<file path="src/rtl/lcr_pkg.sv">
package lcr_pkg;

   typedef enum logic {
      EDGE_RISE = 1'b0,
      EDGE_FALL = 1'b1
   } edge_kind_e;

   localparam int MIN_SYNC_STAGES = 2;
   localparam int MAX_SYNC_STAGES = 4;

   function automatic int data_delay(input int sync_stages);
      return sync_stages + 1;
   endfunction

endpackage

</file>
<file path="src/rtl/lcr_delay_line.sv">
module lcr_delay_line #(
   parameter int WIDTH  = 16,
   parameter int STAGES = 2
) (
   input  logic             clk,
   input  logic             rst_n,
   input  logic [WIDTH-1:0] din,
   output logic [WIDTH-1:0] dout
);

   logic [WIDTH-1:0] stg_q [STAGES];

   generate
      if (STAGES < 1) begin : g_bad_depth
         $error("lcr_delay_line: STAGES must be at least 1");
      end
      for (genvar k = 0; k < STAGES; k++) begin : g_stage
         if (k == 0) begin : g_head
            always_ff @(posedge clk) begin
               if (!rst_n) stg_q[0] <= '0;
               else        stg_q[0] <= din;
            end
         end else begin : g_tail
            always_ff @(posedge clk) begin
               if (!rst_n) stg_q[k] <= '0;
               else        stg_q[k] <= stg_q[k-1];
            end
         end
      end
   endgenerate

   assign dout = stg_q[STAGES-1];

endmodule

</file>
<file path="src/rtl/lcr_edge_det.sv">
module lcr_edge_det
   import lcr_pkg::*;
#(
   parameter int         WIDTH = 16,
   parameter edge_kind_e EDGE  = EDGE_RISE
) (
   input  logic             clk,
   input  logic             rst_n,
   input  logic [WIDTH-1:0] level,
   output logic [WIDTH-1:0] hit
);

   logic [WIDTH-1:0] prev_q;
   logic [WIDTH-1:0] hit_d;
   logic [WIDTH-1:0] hit_q;

   generate
      if (EDGE == EDGE_RISE) begin : g_rise
         assign hit_d = level & ~prev_q;
      end else begin : g_fall
         assign hit_d = ~level & prev_q;
      end
   endgenerate

   always_ff @(posedge clk) begin
      if (!rst_n) begin
         prev_q <= '0;
         hit_q  <= '0;
      end else begin
         prev_q <= level;
         hit_q  <= hit_d;
      end
   end

   assign hit = hit_q;

endmodule

</file>
<file path="src/rtl/lcr_capture.sv">
module lcr_capture #(
   parameter int WIDTH = 16
) (
   input  logic             clk,
   input  logic             rst_n,
   input  logic [WIDTH-1:0] load,
   input  logic [WIDTH-1:0] din,
   output logic [WIDTH-1:0] dout,
   output logic [WIDTH-1:0] strobe
);

   logic [WIDTH-1:0] dat_q;
   logic [WIDTH-1:0] stb_q;

   generate
      for (genvar c = 0; c < WIDTH; c++) begin : g_ch
         always_ff @(posedge clk) begin
            if (!rst_n) begin
               dat_q[c] <= 1'b0;
               stb_q[c] <= 1'b0;
            end else begin
               stb_q[c] <= load[c];
               if (load[c]) dat_q[c] <= din[c];
            end
         end
      end
   endgenerate

   assign dout   = dat_q;
   assign strobe = stb_q;

endmodule

</file>
<file path="src/rtl/line_clk_recover.sv">
module line_clk_recover
   import lcr_pkg::*;
#(
   parameter int         NUM_CH      = 16,
   parameter int         SYNC_STAGES = 2,
   parameter edge_kind_e EDGE        = EDGE_RISE
) (
   input  logic              clk,
   input  logic              rst_n,
   input  logic [NUM_CH-1:0] line_clk,
   input  logic [NUM_CH-1:0] line_dat,
   output logic [NUM_CH-1:0] rx_dat,
   output logic [NUM_CH-1:0] rx_vld
);

   localparam int DAT_STAGES = data_delay(SYNC_STAGES);

   generate
      if (NUM_CH < 1) begin : g_bad_ch
         $error("line_clk_recover: NUM_CH must be positive");
      end
      if (SYNC_STAGES < MIN_SYNC_STAGES || SYNC_STAGES > MAX_SYNC_STAGES) begin : g_bad_sync
         $error("line_clk_recover: SYNC_STAGES out of range");
      end
   endgenerate

   logic [NUM_CH-1:0] sync_clk;
   logic [NUM_CH-1:0] dly_dat;
   logic [NUM_CH-1:0] edge_en;

   lcr_delay_line #(.WIDTH(NUM_CH), .STAGES(SYNC_STAGES)) u_clk_sync (
      .clk  (clk),
      .rst_n(rst_n),
      .din  (line_clk),
      .dout (sync_clk)
   );

   lcr_delay_line #(.WIDTH(NUM_CH), .STAGES(DAT_STAGES)) u_dat_align (
      .clk  (clk),
      .rst_n(rst_n),
      .din  (line_dat),
      .dout (dly_dat)
   );

   lcr_edge_det #(.WIDTH(NUM_CH), .EDGE(EDGE)) u_edge (
      .clk  (clk),
      .rst_n(rst_n),
      .level(sync_clk),
      .hit  (edge_en)
   );

   lcr_capture #(.WIDTH(NUM_CH)) u_cap (
      .clk   (clk),
      .rst_n (rst_n),
      .load  (edge_en),
      .din   (dly_dat),
      .dout  (rx_dat),
      .strobe(rx_vld)
   );

endmodule

</file>
<file path="config.mk">
export PLATFORM = sky130hd
export DESIGN_NAME = line_clk_recover
export DESIGN_NICKNAME = d
export VERILOG_FILES = /design/src/rtl/lcr_pkg.sv /design/src/rtl/lcr_delay_line.sv /design/src/rtl/lcr_edge_det.sv /design/src/rtl/lcr_capture.sv /design/src/rtl/line_clk_recover.sv
export SDC_FILE = /design/constraint.sdc
export NUM_CORES = 1
export LEC_CHECK = 0
export BUFFER_PORTS_ARGS = -buffer_cell sky130_fd_sc_hd__clkbuf_2
export CAP_MARGIN = 15
export CORE_UTILIZATION = 49
export DETAILED_ROUTE_END_ITERATION = 8
export PLACE_DENSITY = 0.73
export SLEW_MARGIN = 20
export SYNTH_ARGS = -nofsm -noshare
export SYNTH_HDL_FRONTEND = slang
export SYNTH_SLANG_ARGS = --single-unit
</file>
<file path="constraint.sdc">
create_clock -name clk -period 0.8 [get_ports clk]
set_clock_uncertainty 0.15 [all_clocks]
set_input_delay 0.08 -clock clk [delete_from_list [all_inputs] [get_ports clk]]
set_output_delay 0.08 -clock clk [all_outputs]
set_load 0.02 [all_outputs]
</file>
# ---- Word-level counts from Yosys, hierarchy flattened
# Memory sizes are Yosys's and may differ from the RTL's.
# Index checks and enable logic that the tools add are counted.
dict set report totals {
  regBits 64
  ramBits 80
  inputBits 34
  output_inout_bits 32
  mem_count 2
}
# name words word_bits rd rd_clocked_by_memory_dff write_ports line
set memory_table {}
lappend memory_table {u_dat_align.stg_q 3 16 3 0 3 lcr_delay_line.sv:11} ;# logic [WIDTH-1:0] stg_q [STAGES];
lappend memory_table {u_clk_sync.stg_q 2 16 2 0 2 lcr_delay_line.sv:11}
dict set report op_classes {
  n_mux 7
  bitwise 7
}
# operator n
set ops {}
lappend ops {{$mux W16} 5}
lappend ops {{$and A16 B16 Y16} 1}
lappend ops {{$not A16 Y16} 1}
lappend ops {{$or A1 B1 Y1} 5}
lappend ops {{$mux W1} 2}

# ---- Depth between registers and ports, before layout
dict set report depth {
  word_depth 2
  depth_mapped 4
}

# ---- By module
# From an unflattened synthesis, not the netlist that was laid out.
dict set report unflattened {
  cells_unflattened 318
  area_unflattened_um2 4181.5
}
# module n_inst cells_each area_per_inst_um2 seq_area_each_um2
set modules_own_cells {}
lappend modules_own_cells {{lcr_delay_line (u_dat_align)} 1 101 1331.3 960.9}
lappend modules_own_cells {lcr_capture 1 83 1033.5 640.6}
lappend modules_own_cells {lcr_edge_det 1 67 920.9 640.6}
lappend modules_own_cells {{lcr_delay_line (u_clk_sync)} 1 67 895.9 640.6}

# ---- Least setup slack after synthesis
# OpenSTA, ideal clock, no wires.
dict set report synth_path {
  kind {input to register}
  startpoint {in rst_n}
  endpoint {reg u_edge.hit_q[0] (netlist: u_edge.hit[0])}
  setup_time_ns 0.113
  arrival_ns 0.564
  path_slack_ns -0.027
  cell_stages 4
  n_path_buf 2
  path_cell_list {buf_6 -> buf_8 -> and2_4 -> nor2b_4}
}
# item line
set synth_lines {}
lappend synth_lines {{start: declaration} line_clk_recover.sv:9} ;# input logic rst_n,
lappend synth_lines {{end signal: assignment} lcr_edge_det.sv:31} ;# hit_q <= hit_d;
lappend synth_lines {{end: declaration} lcr_edge_det.sv:15} ;# logic [WIDTH-1:0] hit_q;

# ---- Worst setup path in the final report
dict set report layout_path {
  startpoint {reg u_cap.dat_q[11] (netlist: u_cap.dout[11])}
  endpoint {out rx_dat[11]}
}
# item line
set layout_lines {}
lappend layout_lines {{start: declaration} lcr_capture.sv:12} ;# logic [WIDTH-1:0] dat_q;
lappend layout_lines {{start signal: indexed assignment} lcr_capture.sv:23} ;# if (load[c]) dat_q[c] <= din[c];
lappend layout_lines {{end: declaration} line_clk_recover.sv:12} ;# output logic [NUM_CH-1:0] rx_dat,
# No word-level cell between the ends.

==> metrics.yaml <==
status:
  status: "complete, but fails checks"
  failed_checks: "negative hold slack, negative setup slack"
timing:
  tightest_slew_ns: 0.278
  fin_crit_ns: 1.21
  hold_viol_final: 128
  tns_ns: -13.47
  setup_ws_ns: -0.412
  setup_viol: 60
  holdWs_ns: -0.121
  slew_headroom: 0.814
  period_share: 1.52
  max_freq_ghz: 0.825
  drv_slew: 0
  rsz0062_at_grt: "true"
critical_path:
  critPathKind: "flop to output pin"
  path_max_fanout: 2
  path_cells: "buf_8"
  cp.required_ns: 0.57
  critPathTopFamily: "flip-flops"
  setup.worst_path.start_class: "flop"
  path_buf_inv: 1
  crit_arrival_ns: 0.98
  cp_slowest_cell: "dfxtp_2"
  end_kind: "output pin"
  cp_slowest_stage_delay_ns: 0.36
cells_and_area:
  stdcell_area_um2: 6010
  fin_nets: 466
  num_antenna_cells: 0
  fill_cells: 502
  multi_input_area_um2: 1210
  final_cell_count_no_fill: 550
  drive_above_1_share: 0.404
  regArea_um2: 2940
  utilization: 0.735
  area_delta_synth_final_pct: 45.5
routing:
  drc: 0
  wire_per_inst_um: 11.7
  wl_um: 6450
  postRouteAntennaNets: 0
  firstDrtPassIters: 4
  vias: 2316
  drt-initial-drc-count: 60
  viasPerCell: 4.21
pwr:
  leakagePower_nw: 2.53
  p_total_mw: 16.0
  power.density_nw_per_um2: 2660
  vdd_drop_max_v: 0.00190
global_routing:
  antenna_found_initial: 0
  use_met1: 0.182
  grtUsageMet3: 0.0583
  grt_overflow: 0
  grt_max_degree: 63
  gr-usage-met2: 0.241
  grt_pass1_vias: 2252
  grt_pass1_wl_um: 10100
  grtUsageTotal: 0.155
  busiest_layer: "met2"
synthesis:
  synth_cell_types: 10
  yosysMostFrequentCell: "dfxtp_1"
  netlist_instances: 318
  synth_enable_flop_cells: 0
  syn-num-nets: 352
  yosys.area.top_type: "dfxtp_1"
  synth_area_per_cell_um2: 13.0
  synth_top_area_share: 0.698
  synth_top_cells_by_area: "dfxtp_1, and2_1, mux2i_1"
  synth_ff_type: "dfxtp_1"
  ys_seq_area_frac: 0.698
  synth.top_cells.by_count: "dfxtp_1, and2_1, nor2b_1"
  yosys_warnings: 0
  syn_area_um2: 4130
  ys_seq_elements: 144
  async_flop_share: 0
cts:
  path_clk_slew_ns: 0.06
  clk_latency_ns: 0.50
  cts_buffer_depth: 2
  cts_htree_levels: 4
  cts_hold_buf: 32
  cts_sinks: 144
  cts_made_buffers: 17
  cts_root_buffer: "clkbuf_8"
  cts_tree: "built"
floorplan:
  fp.dieW_um: 93.8
  start_util: 0.505
  core.rowCount: 33
  design.core.area_um2: 8180
  ios: 66
  die_area_um2: 8800
  die_y_um: 93.8
flow_run:
  drv_cap: 0
placed_design:
  dp_hpwl_um: 3290
  gp_congestion: 0.639
  dp_slack_ns: -0.159
  io_buffers: 65
  placed_cell_area_um2: 4580
  dp.cells: 477
min_path:
  hold_class: "input port to flop"
-- worst paths after layout --
path                            end  cells after the start              start  slack (ns)
max                      rx_dat[11]                      1     u_cap.dout[11]       -0.41
min          u_clk_sync.stg_q[0][9]                      3              rst_n       -0.12
min reg2reg          u_edge.hit[10]                      1  u_edge.prev_q[10]        0.23
max reg2reg           u_cap.dout[0]                      3      u_cap.dout[0]       -0.18
-- metal layers --
layer	up-vias	share of wire
met5	-	0
met4	0	0.027
met3	14	0.041
met2	55	0.49
met1	1042	0.44
li1	1205	-
-- cell type report --
cell class / count / share of cell area
well taps: 105 / 0.0219
flip-flops and latches: 144 / 0.489
repair buffers: 109 / 0.187
clock buffers: 19 / 0.0701
clock inverters: 13 / 0.0312
multi-input cells: 160 / 0.201
-- cell families (layout without fill, tap and decap cells) --
logic type	after synthesis	after routing	share of synthesized area
buffers and inverters	14	141	0.0209
DFF	144	144	0.698
muxes	16	16	0.0388
and+or+nand+nor	144	144	0.242
-- cell usage in the layout (no fill, tap or decap) --
| cell | netlist | layout |
|---|---|---|
| clkbuf_1 | 0 | 2 |
| and2_1 | 102 | 96 |
| clkbuf_16 | 0 | 16 |
| mux2i_4 | 0 | 1 |
| buf_6 | 1 | 7 |
| nor2b_1 | 22 | 19 |
| dfxtp_2 | 0 | 43 |
| buf_8 | 1 | 32 |
| dfxtp_1 | 144 | 101 |
| clkbuf_2 | 2 | 32 |
| buf_12 | 0 | 3 |
| mux2i_1 | 16 | 15 |
| clkinvlp_4 | 0 | 3 |
| buf_4 | 0 | 3 |
| dlygate4sd3_1 | 0 | 32 |
| clkinv_4 | 0 | 3 |
| clkinv_2 | 0 | 2 |
| clkbuf_8 | 0 | 1 |
| nor2b_4 | 10 | 13 |
| inv_6 | 0 | 1 |
| and2_4 | 10 | 16 |
| bufinv_16 | 0 | 4 |
-- flip-flops by register name, indices dropped and copies added, names as in the netlist --
signal,cells
u_cap.dout,16
u_cap.strobe,16
u_clk_sync.stg_q,32
u_dat_align.stg_q,48
u_edge.hit,16
u_edge.prev_q,16
-- power breakdown --
group | internal, mW | switching (mW) | leakage (nW)
Combinational | 0.392 | 0.201 | 1.04
Sequential | 7.41 | 0.0807 | 1.20
Clock | 5.07 | 2.86 | 0.288
Total | 12.9 | 3.14 | 2.53
-- repair_timing --
item / in CTS / in global routing
setup endpoints to repair: 62 / 64
pin swaps: 3 / 0
buffers inserted: 8 / 4
resized for setup: 85 / 52
hold endpoints to repair: 129 / 128
Power figures use the tool's default switching activity.
